## src/rtl/mont_pkg.sv

```systemverilog
package mont_pkg;

  typedef struct packed {
    logic       neg;
    logic [1:0] mag;
  } mult_sel_t;

  function automatic mult_sel_t booth_sel(input logic [2:0] t);
    mult_sel_t r;
    r.neg = 1'b0;
    r.mag = 2'd0;
    case (t)
      3'b001, 3'b010: r.mag = 2'd1;
      3'b011:         r.mag = 2'd2;
      3'b100: begin r.neg = 1'b1; r.mag = 2'd2; end
      3'b101, 3'b110: begin r.neg = 1'b1; r.mag = 2'd1; end
      default: ;
    endcase
    return r;
  endfunction

  function automatic mult_sel_t mod_sel(input logic [1:0] t);
    mult_sel_t r;
    r.neg = 1'b0;
    r.mag = 2'd0;
    case (t)
      2'd1: r.mag = 2'd1;
      2'd2: r.mag = 2'd2;
      2'd3: begin r.neg = 1'b1; r.mag = 2'd1; end
      default: ;
    endcase
    return r;
  endfunction

endpackage

```

## src/rtl/mont_word_mult.sv

```systemverilog
module mont_word_mult
  import mont_pkg::*;
#(
  parameter int W = 4
) (
  input  logic [W-1:0] word,
  input  logic         prev_msb,
  input  mult_sel_t    sel,
  output logic [W-1:0] mult
);
  logic [W-1:0] mag_w;

  always_comb begin
    case (sel.mag)
      2'd1:    mag_w = word;
      2'd2:    mag_w = {word[W-2:0], prev_msb};
      default: mag_w = '0;
    endcase
    mult = sel.neg ? ~mag_w : mag_w;
  end
endmodule

```

## src/rtl/mont_word_pe.sv

```systemverilog
module mont_word_pe
  import mont_pkg::*;
#(
  parameter int W = 4
) (
  input  logic [W-1:0] s_w,
  input  logic [W-1:0] b_w,
  input  logic [W-1:0] m_w,
  input  logic         pb_msb,
  input  logic         pm_msb,
  input  logic         first,
  input  logic         ca,
  input  logic         cb,
  input  mult_sel_t    qa,
  input  mult_sel_t    qm_hold,
  input  logic [1:0]   minv_neg,
  output logic [W-1:0] word_out,
  output logic         ca_next,
  output logic         cb_next,
  output mult_sel_t    qm_now
);
  logic [W-1:0] pa_w, pm_w;
  logic [W:0]   sum_a, sum_b;
  logic         cin_a, cin_b;
  logic [1:0]   tsel;

  mont_word_mult #(.W(W)) u_mul_b (.word(b_w), .prev_msb(pb_msb), .sel(qa),     .mult(pa_w));
  mont_word_mult #(.W(W)) u_mul_m (.word(m_w), .prev_msb(pm_msb), .sel(qm_now), .mult(pm_w));

  always_comb begin
    cin_a   = first ? qa.neg : ca;
    sum_a   = {1'b0, s_w} + {1'b0, pa_w} + {{W{1'b0}}, cin_a};
    tsel    = 2'(sum_a[1:0] * minv_neg);
    qm_now  = first ? mod_sel(tsel) : qm_hold;
    cin_b   = first ? qm_now.neg : cb;
    sum_b   = {1'b0, sum_a[W-1:0]} + {1'b0, pm_w} + {{W{1'b0}}, cin_b};
    word_out = sum_b[W-1:0];
    ca_next  = sum_a[W];
    cb_next  = sum_b[W];
  end
endmodule

```

## src/rtl/mont_final_fix.sv

```systemverilog
module mont_final_fix #(
  parameter int N_BITS = 16,
  parameter int SW     = 20
) (
  input  logic [SW-1:0]     s,
  input  logic [N_BITS-1:0] m,
  output logic [N_BITS-1:0] r
);
  logic signed [SW-1:0] sv, mv, t;

  always_comb begin
    sv = s;
    mv = {{(SW-N_BITS){1'b0}}, m};
    if (sv[SW-1])      t = sv + mv;
    else if (sv >= mv) t = sv - mv;
    else               t = sv;
    r = t[N_BITS-1:0];
  end
endmodule

```

## src/rtl/mont_mul_r4.sv

```systemverilog
module mont_mul_r4
  import mont_pkg::*;
#(
  parameter int N_BITS = 16,
  parameter int W      = 4
) (
  input  logic              clk,
  input  logic              rst,
  input  logic              start,
  input  logic [N_BITS-1:0] a_in,
  input  logic [N_BITS-1:0] b_in,
  input  logic [N_BITS-1:0] m_in,
  output logic              busy,
  output logic              done,
  output logic [N_BITS-1:0] res
);
  localparam int E    = (N_BITS + W - 1) / W;
  localparam int SW   = (E + 1) * W;
  localparam int D    = (N_BITS + 1) / 2;
  localparam int AW   = 2 * D + 1;
  localparam int WIDX = $clog2(E + 1);
  localparam int ITW  = (D > 1) ? $clog2(D) : 1;

  typedef enum logic [1:0] {ST_IDLE, ST_RUN, ST_FIX} state_t;

  state_t          state;
  logic [SW-1:0]   b_r, m_r, s_r;
  logic [AW-1:0]   a_r;
  logic [WIDX-1:0] wi;
  logic [ITW-1:0]  it;
  logic            ca, cb, pb_msb, pm_msb;
  mult_sel_t       qm_r;
  logic [W-1:0]    hold;

  logic            in_run, step0;
  mult_sel_t       qa, qm_now;
  logic [W-1:0]    s_w, b_w, m_w, pe_word;
  logic            ca_n, cb_n;
  logic [1:0]      minv_neg;
  logic [N_BITS-1:0] fix_out;

  assign in_run   = (state == ST_RUN);
  assign step0    = (wi == '0);
  assign qa       = booth_sel(a_r[2:0]);
  assign s_w      = s_r[int'(wi)*W +: W];
  assign b_w      = b_r[int'(wi)*W +: W];
  assign m_w      = m_r[int'(wi)*W +: W];
  assign minv_neg = 2'd0 - m_r[1:0];

  mont_word_pe #(.W(W)) u_pe (
    .s_w(s_w), .b_w(b_w), .m_w(m_w), .pb_msb(pb_msb), .pm_msb(pm_msb),
    .first(step0), .ca(ca), .cb(cb), .qa(qa), .qm_hold(qm_r),
    .minv_neg(minv_neg), .word_out(pe_word), .ca_next(ca_n),
    .cb_next(cb_n), .qm_now(qm_now)
  );

  mont_final_fix #(.N_BITS(N_BITS), .SW(SW)) u_fix (
    .s(s_r), .m(m_r[N_BITS-1:0]), .r(fix_out)
  );

  always_ff @(posedge clk) begin
    if (rst) begin
      state  <= ST_IDLE;
      b_r    <= '0;
      m_r    <= '0;
      s_r    <= '0;
      a_r    <= '0;
      wi     <= '0;
      it     <= '0;
      ca     <= 1'b0;
      cb     <= 1'b0;
      pb_msb <= 1'b0;
      pm_msb <= 1'b0;
      qm_r   <= '0;
      hold   <= '0;
      busy   <= 1'b0;
      done   <= 1'b0;
      res    <= '0;
    end else begin
      case (state)
        ST_IDLE: begin
          done <= 1'b0;
          if (start) begin
            b_r    <= SW'(b_in);
            m_r    <= SW'(m_in);
            a_r    <= AW'({a_in, 1'b0});
            s_r    <= '0;
            wi     <= '0;
            it     <= '0;
            pb_msb <= 1'b0;
            pm_msb <= 1'b0;
            busy   <= 1'b1;
            state  <= ST_RUN;
          end
        end
        ST_RUN: begin
          ca     <= ca_n;
          cb     <= cb_n;
          pb_msb <= b_w[W-1];
          pm_msb <= m_w[W-1];
          hold   <= pe_word;
          if (step0) qm_r <= qm_now;
          if (!step0) s_r[(int'(wi)-1)*W +: W] <= {pe_word[1:0], hold[W-1:2]};
          if (wi == WIDX'(E)) begin
            s_r[E*W +: W] <= {{2{pe_word[W-1]}}, pe_word[W-1:2]};
            wi     <= '0;
            pb_msb <= 1'b0;
            pm_msb <= 1'b0;
            a_r    <= a_r >> 2;
            if (it == ITW'(D - 1)) state <= ST_FIX;
            else                   it <= it + 1'b1;
          end else begin
            wi <= wi + 1'b1;
          end
        end
        ST_FIX: begin
          res   <= fix_out;
          done  <= 1'b1;
          busy  <= 1'b0;
          state <= ST_IDLE;
        end
        default: state <= ST_IDLE;
      endcase
    end
  end
endmodule

```

## config.mk

```make
export PLATFORM = sky130hd
export DESIGN_NAME = mont_mul_r4
export DESIGN_NICKNAME = d
export VERILOG_FILES = /design/src/rtl/mont_pkg.sv /design/src/rtl/mont_word_mult.sv /design/src/rtl/mont_word_pe.sv /design/src/rtl/mont_final_fix.sv /design/src/rtl/mont_mul_r4.sv
export SDC_FILE = /design/constraint.sdc
export NUM_CORES = 1
export LEC_CHECK = 0
export BUFFER_PORTS_ARGS = -buffer_cell sky130_fd_sc_hd__buf_2
export CORE_MARGIN = 2
export CORE_UTILIZATION = 55
export DETAILED_ROUTE_END_ITERATION = 6
export GPL_TIMING_DRIVEN = 0
export PLACE_DENSITY = 0.77
export SYNTH_ARGS = -nofsm -noshare
export SYNTH_HDL_FRONTEND = slang
export SYNTH_SLANG_ARGS = --single-unit
```

## constraint.sdc

```tcl
create_clock -name clk -period 6 [get_ports clk]
set_input_delay 1.2 -clock clk [delete_from_list [all_inputs] [get_ports clk]]
set_output_delay 1.2 -clock clk [all_outputs]
set_load 0.005 [all_outputs]
```

==> results.tsv, run 1 <==
stage	metric	value	unit
final_layout	final cell count without fillers	1164	
clock_network	clk slew on worst S/H paths	0.08	ns
floorplan	die height	118	µm
routing	Total Routed Length	20200	µm
timing	RSZ-0062 raised after global routing	no	
routing	final antenna-violating net count	0	
floorplan	Core Area	12600	µm²
logic_synthesis	#FFs+latches synth	104	
timing	Worst-Margin Slew	0.755	ns
power	Lkg Pwr	3.27	nW
global_routing	largest net degree at the start of global routing	19	
min_path	worst min-delay path class	reg2reg	
routing	post-DR vias/cell	5.91	
worst_setup_path	Setup crit start kind	flip-flop	
timing	crit path time final	5.69	ns
global_routing	global-route wire length before repair	32800	µm
routing	initial drt markers	774	
clock_network	CTS sink cnt	104	
global_routing	initial antenna violation count	0	
timing	Clock Skew	0.00832	ns
worst_setup_path	crit-path max cell delay	0.54	ns
floorplan	die width	118	µm
min_path	hold endpoint	res[0]	
worst_setup_path	WS Path Type	reg2reg	
power	worst vdd ir	0.000171	V
worst_setup_path	worst reg-to-reg setup slack	0.31	ns
worst_setup_path	crit path max fanout	10	
logic_synthesis	sequential area share after synthesis	29.3	%
worst_setup_path	Slowest-stage cell, CP	fa_1	
timing	final setup margin	0.314	ns
clock_network	worst-case clock buffer depth	2	
logic_synthesis	Syn Nets	1018	
global_routing	All-Layer GR Usage	29.7	%
floorplan	die area	13800	µm²
clock_network	CTS tree	done	
logic_synthesis	Synthesis Warnings	0	
logic_synthesis	Synth Cell Area	7100	µm²
timing	Final Slew Violations	0	
logic_synthesis	Avg Cell Area, Syn	7.81	µm²
worst_setup_path	worst endpoint data arrival time	5.99	ns
clock_network	CTS buffer count	9	
routing	Via Count	6874	
clock_network	# resized after CTS	2	
final_layout	Ant. Diodes	0	
worst_setup_path	RR Endpoint	s_r[16]	
place	IO Port Bufs	68	
worst_setup_path	worst r2r src	wi[0]	
worst_setup_path	crit-path cells	buf_4 > clkbuf_2 > clkbuf_2 > mux2i_1 > o22ai_1 > fa_1 > fa_1 > nand2_1 > o22ai_1 > mux2i_1 > inv_1 > ha_1 > a22oi_1 > nor2_1 > xor2_1 > fa_1 > fa_1 > xor2_1 > nor2_1 > a31oi_1 > or3_1 > a21oi_1	
worst_setup_path	most frequent cell on the critical path	fa_1	
routing	DRC viols	0	
logic_synthesis	Post-synth EDFFs	0	
clock_network	hold buffers post-CTS	0	
logic_synthesis	library cells used by synthesis	67	
place	dpl cells	1148	
final_layout	Util after Layout	63.2	%
place	Placer Congestion	0.970	
clock_network	CTS Root Cell	clkbuf_16	
logic_synthesis	Post-synth top flop	dfxtp_1	
final_layout	Layout area overhead	12.4	%
global_routing	GR Overflow Total	0	
floorplan	io pins	69	
worst_setup_path	Critical Path RT	6.30	ns
min_path	hold depth	2	
place	HPWL after DPL	15400	µm
clock_network	CTS H-tree lvls	3	
floorplan	Starting Density	56.2	%
floorplan	Rows	41	
logic_synthesis	asr flop ratio synth	0	%
timing	Max Clk Rate	176	MHz
timing	setup violators final	0	
timing	Final Cycle Share	94.8	%
global_routing	vias in the first global route	6385	
worst_setup_path	R2R depth	22	
timing	post-route setup TNS	0	ns
power	PD cells	217	nW/µm²
logic_synthesis	Mapped Cells	908	
timing	Final Hold Viols	0	
run	Max Cap Viol	0	
routing	1st-pass router iterations	5	
clock_network	worst-skew pair later-pin latency	0.37	ns
min_path	Hold Startpoint	res[0]	
timing	worst relative slew slack	49.7	%
routing	Wirelength per Cell	17.3	µm
final_layout	layout net count	1097	
worst_setup_path	Crit. End Element	flip-flop	
clock_network	post-CTS setup buffers	0	
outcome	outcome	finished, final reports clean	
final_layout	share of post-route cells with drive strength above 1	12.3	%
place	Place WS	-0.171	ns
flip-flops by register name, summed over array words and instances (netlist names):
name,flops
it,3
pb_msb,1
qm_r,3
cb,1
pm_msb,1
res,16
busy,1
m_r,16
done,1
ca,1
state,2
wi,3
s_r,20
a_r,17
hold,2
b_r,16
worst max-delay path by stage:
| stage | start | cells after the start | end | slack [ns] |
|---|---|---|---|---|
| final | wi[0] | 22 | s_r[16] | 0.31 |
| after global routing | wi[0] | 23 | s_r[16] | 0.004 |
| after CTS | wi[1] | 24 | s_r[16] | 0.04 |
| after detailed placement | wi[0] | 22 | s_r[16] | -0.17 |
| after global placement | wi[0] | 22 | s_r[16] | -0.12 |
| after floorplan | wi[0] | 23 | s_r[16] | 0.79 |
report_power, final:
group | leakage [nW] | internal [mW] | switching [mW] | total [mW]
clock network | 0.155 | 0.341 | 0.291 | 0.633
registers | 0.848 | 0.719 | 0.0262 | 0.745
logic | 2.26 | 0.135 | 0.220 | 0.354
critical path: cells and delay by family (launching register included):
kind | cells | cell delay (ns)
compound gates | 5 | 0.64
xor+xnor | 2 | 0.37
fa+ha+maj | 5 | 2.12
buf+inv | 4 | 0.90
flops | 1 | 0.43
mux | 2 | 0.57
simple gates | 4 | 0.59
kinds of logic (layout without fill, tap and decap cells):
logic type      Yosys count  in the layout  share of synthesized area [%]
compound gates          227            227                           21.8
xor+xnor                 34             34                           4.39
fa+ha+maj                59             59                           11.0
buf+inv                 104            188                           5.85
flops                   104            104                           29.3
mux                      21             21                           4.41
simple gates            359            359                           23.1
routing by layer:
layer | up-vias | wire, µm | GRT usage (%)
li1 | 3351 | - | -
met1 | 3200 | 9210 | 42.4
met4 | 0 | 443 | 11.2
met5 | - | 0 | 0
met2 | 288 | 8800 | 45.3
met3 | 35 | 1720 | 4.46
cell usage in the layout (no fill, tap or decap), drive strengths merged, types with 7 or more instances in the layout:
master,netlist,final
o21ai,17,17
nand3,13,13
nand2,141,141
nor2b,22,22
nor3,17,17
buf,17,85
ha,53,53
a31oi,8,8
mux4,8,8
a311oi,17,17
a221oi,7,7
o21a,7,7
and2,7,7
clkbuf,45,55
a21o,9,9
o22ai,8,8
inv,42,45
a21oi,74,74
a22oi,23,23
xor2,13,13
xnor2,20,20
or3,13,13
dfxtp,104,104
nor2,102,102
a211oi,16,16
nand2b,10,10
mux2i,11,11
nor3b,7,7
Yosys cell counts, drive strengths merged, types with 20 or more instances:
cell | instances | area share (%)
a21oi | 74 | 5.2
a22oi | 23 | 2.4
clkbuf | 45 | 2.4
dfxtp | 104 | 29
ha | 53 | 9.3
inv | 42 | 2.2
nand2 | 141 | 7.5
nor2 | 102 | 5.4
nor2b | 22 | 1.9
xnor2 | 20 | 2.5
metrics by stage:
step           hold WS [ns]  cell area, µm²  total power, mW
2_1_floorplan         0.433            7100             1.00
3_3_place_gp          0.437            7650             1.10
3_5_place_dp          0.444            7650             1.11
4_1_cts               0.454            7970             1.73
5_1_grt               0.476            7970             1.80
6_report              0.456            7970             1.73
area by class of cell:
cell class,count,area (µm²)
fillers,1175,4650
multi-input cells,700,4600
flip-flops and latches,104,2080
repair buffers,68,340
plain buffers,62,267
clock buffers,10,239
well taps,172,215
inverters,42,158
clock inverters,6,72.6
Power figures use the tool's default switching activity.
==> run 2, diff against run 1 <==
==> constraint.sdc (replaced) <==
create_clock -name clk -period 6.5 [get_ports clk]
set_input_delay 1.3 -clock clk [delete_from_list [all_inputs] [get_ports clk]]
set_output_delay 1.3 -clock clk [all_outputs]
set_load 0.005 [all_outputs]
==> results.tsv, run 2 (synthesis results as in run 1) <==
stage	metric	value	unit
clock_network	CTS buffer count	9	
worst_setup_path	worst reg-to-reg setup slack	0.41	ns
place	IO Port Bufs	68	
final_layout	commonest non-fill, non-tap cells in the layout	nand2_1, dfxtp_1, nor2_1	
timing	Clock Skew	0.00686	ns
place	Area after DPL	7650	µm²
worst_setup_path	WS Path Type	reg2reg	
final_layout	Biggest register	s_r	
routing	post-DR vias/cell	5.89	
timing	RSZ-0062 raised after global routing	no	
routing	Total Routed Length	20300	µm
floorplan	die width	118	µm
min_path	hold depth	2	
final_layout	share of post-route cells with drive strength above 1	11.8	%
timing	Final Cycle Share	93.7	%
min_path	Hold Startpoint	res[0]	
final_layout	Post-Layout Inst Area	7960	µm²
worst_setup_path	Setup crit start kind	flip-flop	
clock_network	CTS sink cnt	104	
timing	Final Hold Viols	0	
timing	Final Slew Violations	0	
final_layout	layout net count	1097	
final_layout	fill count	1174	
final_layout	Layout area overhead	12.2	%
clock_network	CTS Root Cell	clkbuf_16	
worst_setup_path	worst endpoint data arrival time	6.39	ns
global_routing	All-Layer GR Usage	29.7	%
worst_setup_path	worst r2r src	wi[0]	
global_routing	GR Overflow Total	0	
global_routing	largest net degree at the start of global routing	19	
clock_network	clk slew on worst S/H paths	0.08	ns
worst_setup_path	crit path max fanout	10	
global_routing	initial antenna violation count	0	
worst_setup_path	RR Endpoint	s_r[16]	
min_path	worst min-delay path class	reg2reg	
floorplan	Starting Density	56.2	%
worst_setup_path	Critical Path RT	6.80	ns
routing	Via Count	6857	
power	worst vdd ir	0.000157	V
final_layout	top flop regs	s_r: 20 flops, a_r: 17 flops	
final_layout	Ant. Diodes	0	
routing	DRC viols	0	
floorplan	io pins	69	
routing	Wirelength per Cell	17.4	µm
final_layout	most common cell after layout, fill and taps aside	nand2_1	
final_layout	Register Area	2080	µm²
timing	setup violators final	0	
timing	crit path time final	6.09	ns
min_path	hold endpoint	res[0]	
clock_network	worst-skew pair later-pin latency	0.37	ns
power	PD cells	201	nW/µm²
power	Lkg Pwr	3.25	nW
floorplan	die height	118	µm
worst_setup_path	R2R depth	22	
clock_network	worst-case clock buffer depth	2	
final_layout	area of the multi-input gates	4600	µm²
timing	worst relative slew slack	48.4	%
clock_network	CTS tree	done	
timing	post-route setup TNS	0	ns
final_layout	Largest register FFs	20	
place	HPWL after DPL	15400	µm
timing	Max Clk Rate	164	MHz
routing	1st-pass router iterations	5	
clock_network	post-CTS setup buffers	0	
floorplan	Core Area	12600	µm²
floorplan	Rows	41	
outcome	outcome	finished, final reports clean	
global_routing	global-route wire length before repair	32800	µm
clock_network	CTS H-tree lvls	3	
global_routing	vias in the first global route	6381	
timing	Worst-Margin Slew	0.774	ns
floorplan	die area	13800	µm²
run	Max Cap Viol	0	
place	Placer Congestion	0.970	
place	Place WS	0.329	ns
routing	initial drt markers	680	
final_layout	Util after Layout	63.1	%
worst_setup_path	Crit. End Element	flip-flop	
timing	final setup margin	0.411	ns
routing	final antenna-violating net count	0	
## run 2: cell counts in the layout (fill, tap and decap cells not counted)
Identical to the previous run, type by type.
## run 2: what timing repair did
item | in CTS | in global routing
gates resized for setup | 0 | 2
hold buffers | 0 | 0
endpoints found under the setup margin | 0 | 4
hold endpoints to repair | 0 | 0
## run 2: worst max path at each step
stage               startpoint       to  slack, ns
floorplan                wi[0]  s_r[16]       1.29
global placement         wi[0]  s_r[16]       0.38
detailed placement       wi[0]  s_r[16]       0.33
CTS                      wi[0]  s_r[16]       0.29
global route             wi[0]  s_r[16]       0.09
finish                   wi[0]  s_r[16]       0.41
## run 2: power by group
part / switching, mW / total (mW) / internal, mW
Sequential: 0.0241 / 0.687 / 0.663
Combinational: 0.203 / 0.327 / 0.124
Clock: 0.269 / 0.584 / 0.315
## run 2: cell type report
class | instances | area share (%)
Multi-Input combinational cell | 700 | 57.7
Sequential cell | 104 | 26.1
Timing Repair Buffer | 68 | 4.27
Buffer | 62 | 3.25
Clock buffer | 10 | 3.00
Tap cell | 172 | 2.70
Inverter | 42 | 1.98
Clock inverter | 6 | 0.911
## run 2: per-stage QoR
step,power [mW],std cells,hold slack (ns)
2_1_floorplan,0.926,908,0.433
3_3_place_gp,1.02,1148,0.437
3_5_place_dp,1.02,1148,0.444
4_1_cts,1.60,1164,0.454
5_1_grt,1.66,1164,0.476
6_report,1.60,1164,0.453
## run 2: worst max-delay path: stages (launching register included)
cell	delay, ns
dfxtp_1	0.51
buf_2	0.38
clkbuf_1	0.38
clkbuf_2	0.35
mux2i_1	0.31
o22ai_1	0.18
fa_1	0.51
fa_1	0.54
nand2_1	0.10
o22ai_1	0.09
mux2i_1	0.25
inv_1	0.07
ha_1	0.23
a22oi_1	0.20
nor2_1	0.07
xor2_1	0.16
fa_1	0.45
fa_1	0.41
xor2_1	0.21
nor2_1	0.11
a31oi_1	0.05
or3_1	0.32
a21oi_1	0.12
## run 2: layer usage
layer  vias up  GRT usage [%]  routed length, µm  part of all wire (%)
li1       3351              -                  -                     -
met1      3179           42.4               9300                    46
met2       281           45.3               8810                    43
met3        46           4.46               1600                   7.9
met4         0           11.3                538                   2.7
met5         -              0                  0                     0
==> run 3, diff against run 2 <==
--- a/config.mk
+++ b/config.mk
@@ -8,8 +8,10 @@
 export BUFFER_PORTS_ARGS = -buffer_cell sky130_fd_sc_hd__buf_2
 export CORE_MARGIN = 2
 export CORE_UTILIZATION = 55
+export CTS_CLUSTER_DIAMETER = 120
 export DETAILED_ROUTE_END_ITERATION = 6
 export GPL_TIMING_DRIVEN = 0
+export MAX_ROUTING_LAYER = met4
 export PLACE_DENSITY = 0.77
 export SYNTH_ARGS = -nofsm -noshare
 export SYNTH_HDL_FRONTEND = slang
==> results.tsv, run 3 (synthesis results as in run 1) <==
stage	metric	value	unit
final_layout	final cell count without fillers	1164	
worst_setup_path	Slowest-stage cell, CP	fa_1	
timing	Clock Skew	0.00593	ns
routing	Wirelength per Cell	17.8	µm
power	Lkg Pwr	3.24	nW
final_layout	share of post-route cells with drive strength above 1	11.8	%
routing	post-DR vias/cell	5.88	
timing	worst relative slew slack	44.0	%
outcome	outcome	finished, final reports clean	
final_layout	Post-Layout Inst Area	7950	µm²
worst_setup_path	most frequent cell on the critical path	fa_1	
routing	initial drt markers	455	
timing	RSZ-0062 raised after global routing	no	
final_layout	Largest register FFs	20	
floorplan	die width	118	µm
global_routing	GR Overflow Total	0	
global_routing	All-Layer GR Usage	30.8	%
timing	Final Cycle Share	93.1	%
timing	Final Slew Violations	0	
floorplan	io pins	69	
global_routing	met2 Use GR	46.3	%
clock_network	worst-case clock buffer depth	2	
worst_setup_path	WS Path Type	reg2reg	
power	worst vdd ir	0.000208	V
global_routing	initial antenna violation count	0	
worst_setup_path	Critical Path RT	6.80	ns
floorplan	Core Area	12600	µm²
final_layout	layout net count	1097	
final_layout	most common cell after layout, fill and taps aside	nand2_1	
worst_setup_path	Setup crit start kind	flip-flop	
worst_setup_path	crit path max fanout	10	
worst_setup_path	crit-path cells	buf_2 > clkbuf_1 > inv_1 > ha_1 > nor2b_1 > nand2_1 > nand2_1 > fa_1 > fa_1 > nand2_1 > o22ai_1 > mux2i_1 > inv_1 > ha_1 > a22oi_1 > nor2_1 > xor2_1 > fa_1 > fa_1 > xor2_1 > nor2_1 > a31oi_1 > or3_1 > a21oi_1	
clock_network	CTS buffer count	9	
worst_setup_path	number of buffers and inverters on the critical path	4	
power	total power	1.57	mW
place	Area after DPL	7650	µm²
final_layout	Util after Layout	63.0	%
timing	crit path time final	6.05	ns
worst_setup_path	Crit. End Element	flip-flop	
global_routing	vias in the first global route	6209	
place	IO Port Bufs	68	
global_routing	met1 usage	40.8	%
power	PD cells	197	nW/µm²
floorplan	Rows	41	
floorplan	Starting Density	56.2	%
clock_network	CTS sink cnt	104	
clock_network	clk slew on worst S/H paths	0.08	ns
clock_network	CTS tree	done	
global_routing	global-route wire length before repair	32700	µm
worst_setup_path	worst endpoint data arrival time	6.35	ns
routing	1st-pass router iterations	5	
place	HPWL after DPL	15600	µm
clock_network	CTS Root Cell	clkbuf_16	
clock_network	hold buffers post-CTS	0	
routing	final antenna-violating net count	0	
floorplan	die area	13800	µm²
place	Placer Congestion	1.00	
final_layout	Ant. Diodes	0	
final_layout	Biggest register	s_r	
min_path	worst min-delay path class	reg2reg	
run	Max Cap Viol	0	
routing	Total Routed Length	20700	µm
final_layout	top flop regs	s_r: 20 flops, a_r: 17 flops	
floorplan	die height	118	µm
timing	post-route setup TNS	0	ns
timing	setup violators final	0	
final_layout	commonest non-fill, non-tap cells in the layout	nand2_1, dfxtp_1, nor2_1	
global_routing	largest net degree at the start of global routing	19	
clock_network	worst-skew pair later-pin latency	0.36	ns
worst_setup_path	crit-path max cell delay	0.60	ns
routing	DRC viols	0	
routing	Via Count	6840	
timing	Final Hold Viols	0	
clock_network	CTS H-tree lvls	3	
worst_setup_path	Largest delay share family, worst path	adder cells	
global_routing	GR peak layer	met2	
timing	Max Clk Rate	165	MHz
timing	Worst-Margin Slew	0.840	ns
global_routing	M3 GR Usage	7.51	%
final_layout	Layout area overhead	12.0	%
place	dpl cells	1148	
-- run 3: cell types whose count changed in the layout (fill, tap and decap cells not counted), sizes merged --
cell and change:
bufinv -1, clkinv +1, clkbuf +1, inv -1
-- run 3: per-layer routing --
metal,part of all wire (%),vias to the layer above
li1,-,3351
met1,45,3203
met2,44,245
met3,8.1,41
met4,2.3,0
met5,0,-
-- run 3: what timing repair did --
item / CTS / global route
gates resized for setup: 0 / 4
buffers inserted: 0 / 0
endpoints found under the setup margin: 0 / 4
-- run 3: path summary, 6_finish.rpt --
path / start / end / slack (ns) / cells past startpoint
min: b_r[8] / b_r[8] / 0.46 / 2
min reg2reg: b_r[8] / b_r[8] / 0.46 / 2
max: wi[0] / s_r[16] / 0.45 / 24
max reg2reg: wi[0] / s_r[16] / 0.45 / 24
-- run 3: where the power goes --
group	leakage, nW	internal, mW	switching, mW
logic	2.25	0.124	0.205
clock network	0.144	0.278	0.272
registers	0.848	0.663	0.0251
-- run 3: final cells by class --
cell class	instances	area (µm²)
repair buffers	68	340
flip-flops and latches	104	2080
plain buffers	62	260
inverters	42	158
fillers	1178	4670
clock inverters	5	48.8
multi-input cells	700	4600
clock buffers	11	243
well taps	172	215
-- run 3: per-stage QoR --
stage               setup slack (ns)  hold slack (ns)
global placement               0.479            0.442
finish                         0.446            0.457
floorplan                       1.29            0.433
CTS                            0.348            0.457
global route                  0.0663            0.474
detailed placement             0.366            0.447
-- run 3: tightest hold or removal path, stage by stage, from the launching register on --
cell and delay (ns):
dfxtp_1 0.31, nand2_1 0.05, a21oi_1 0.05
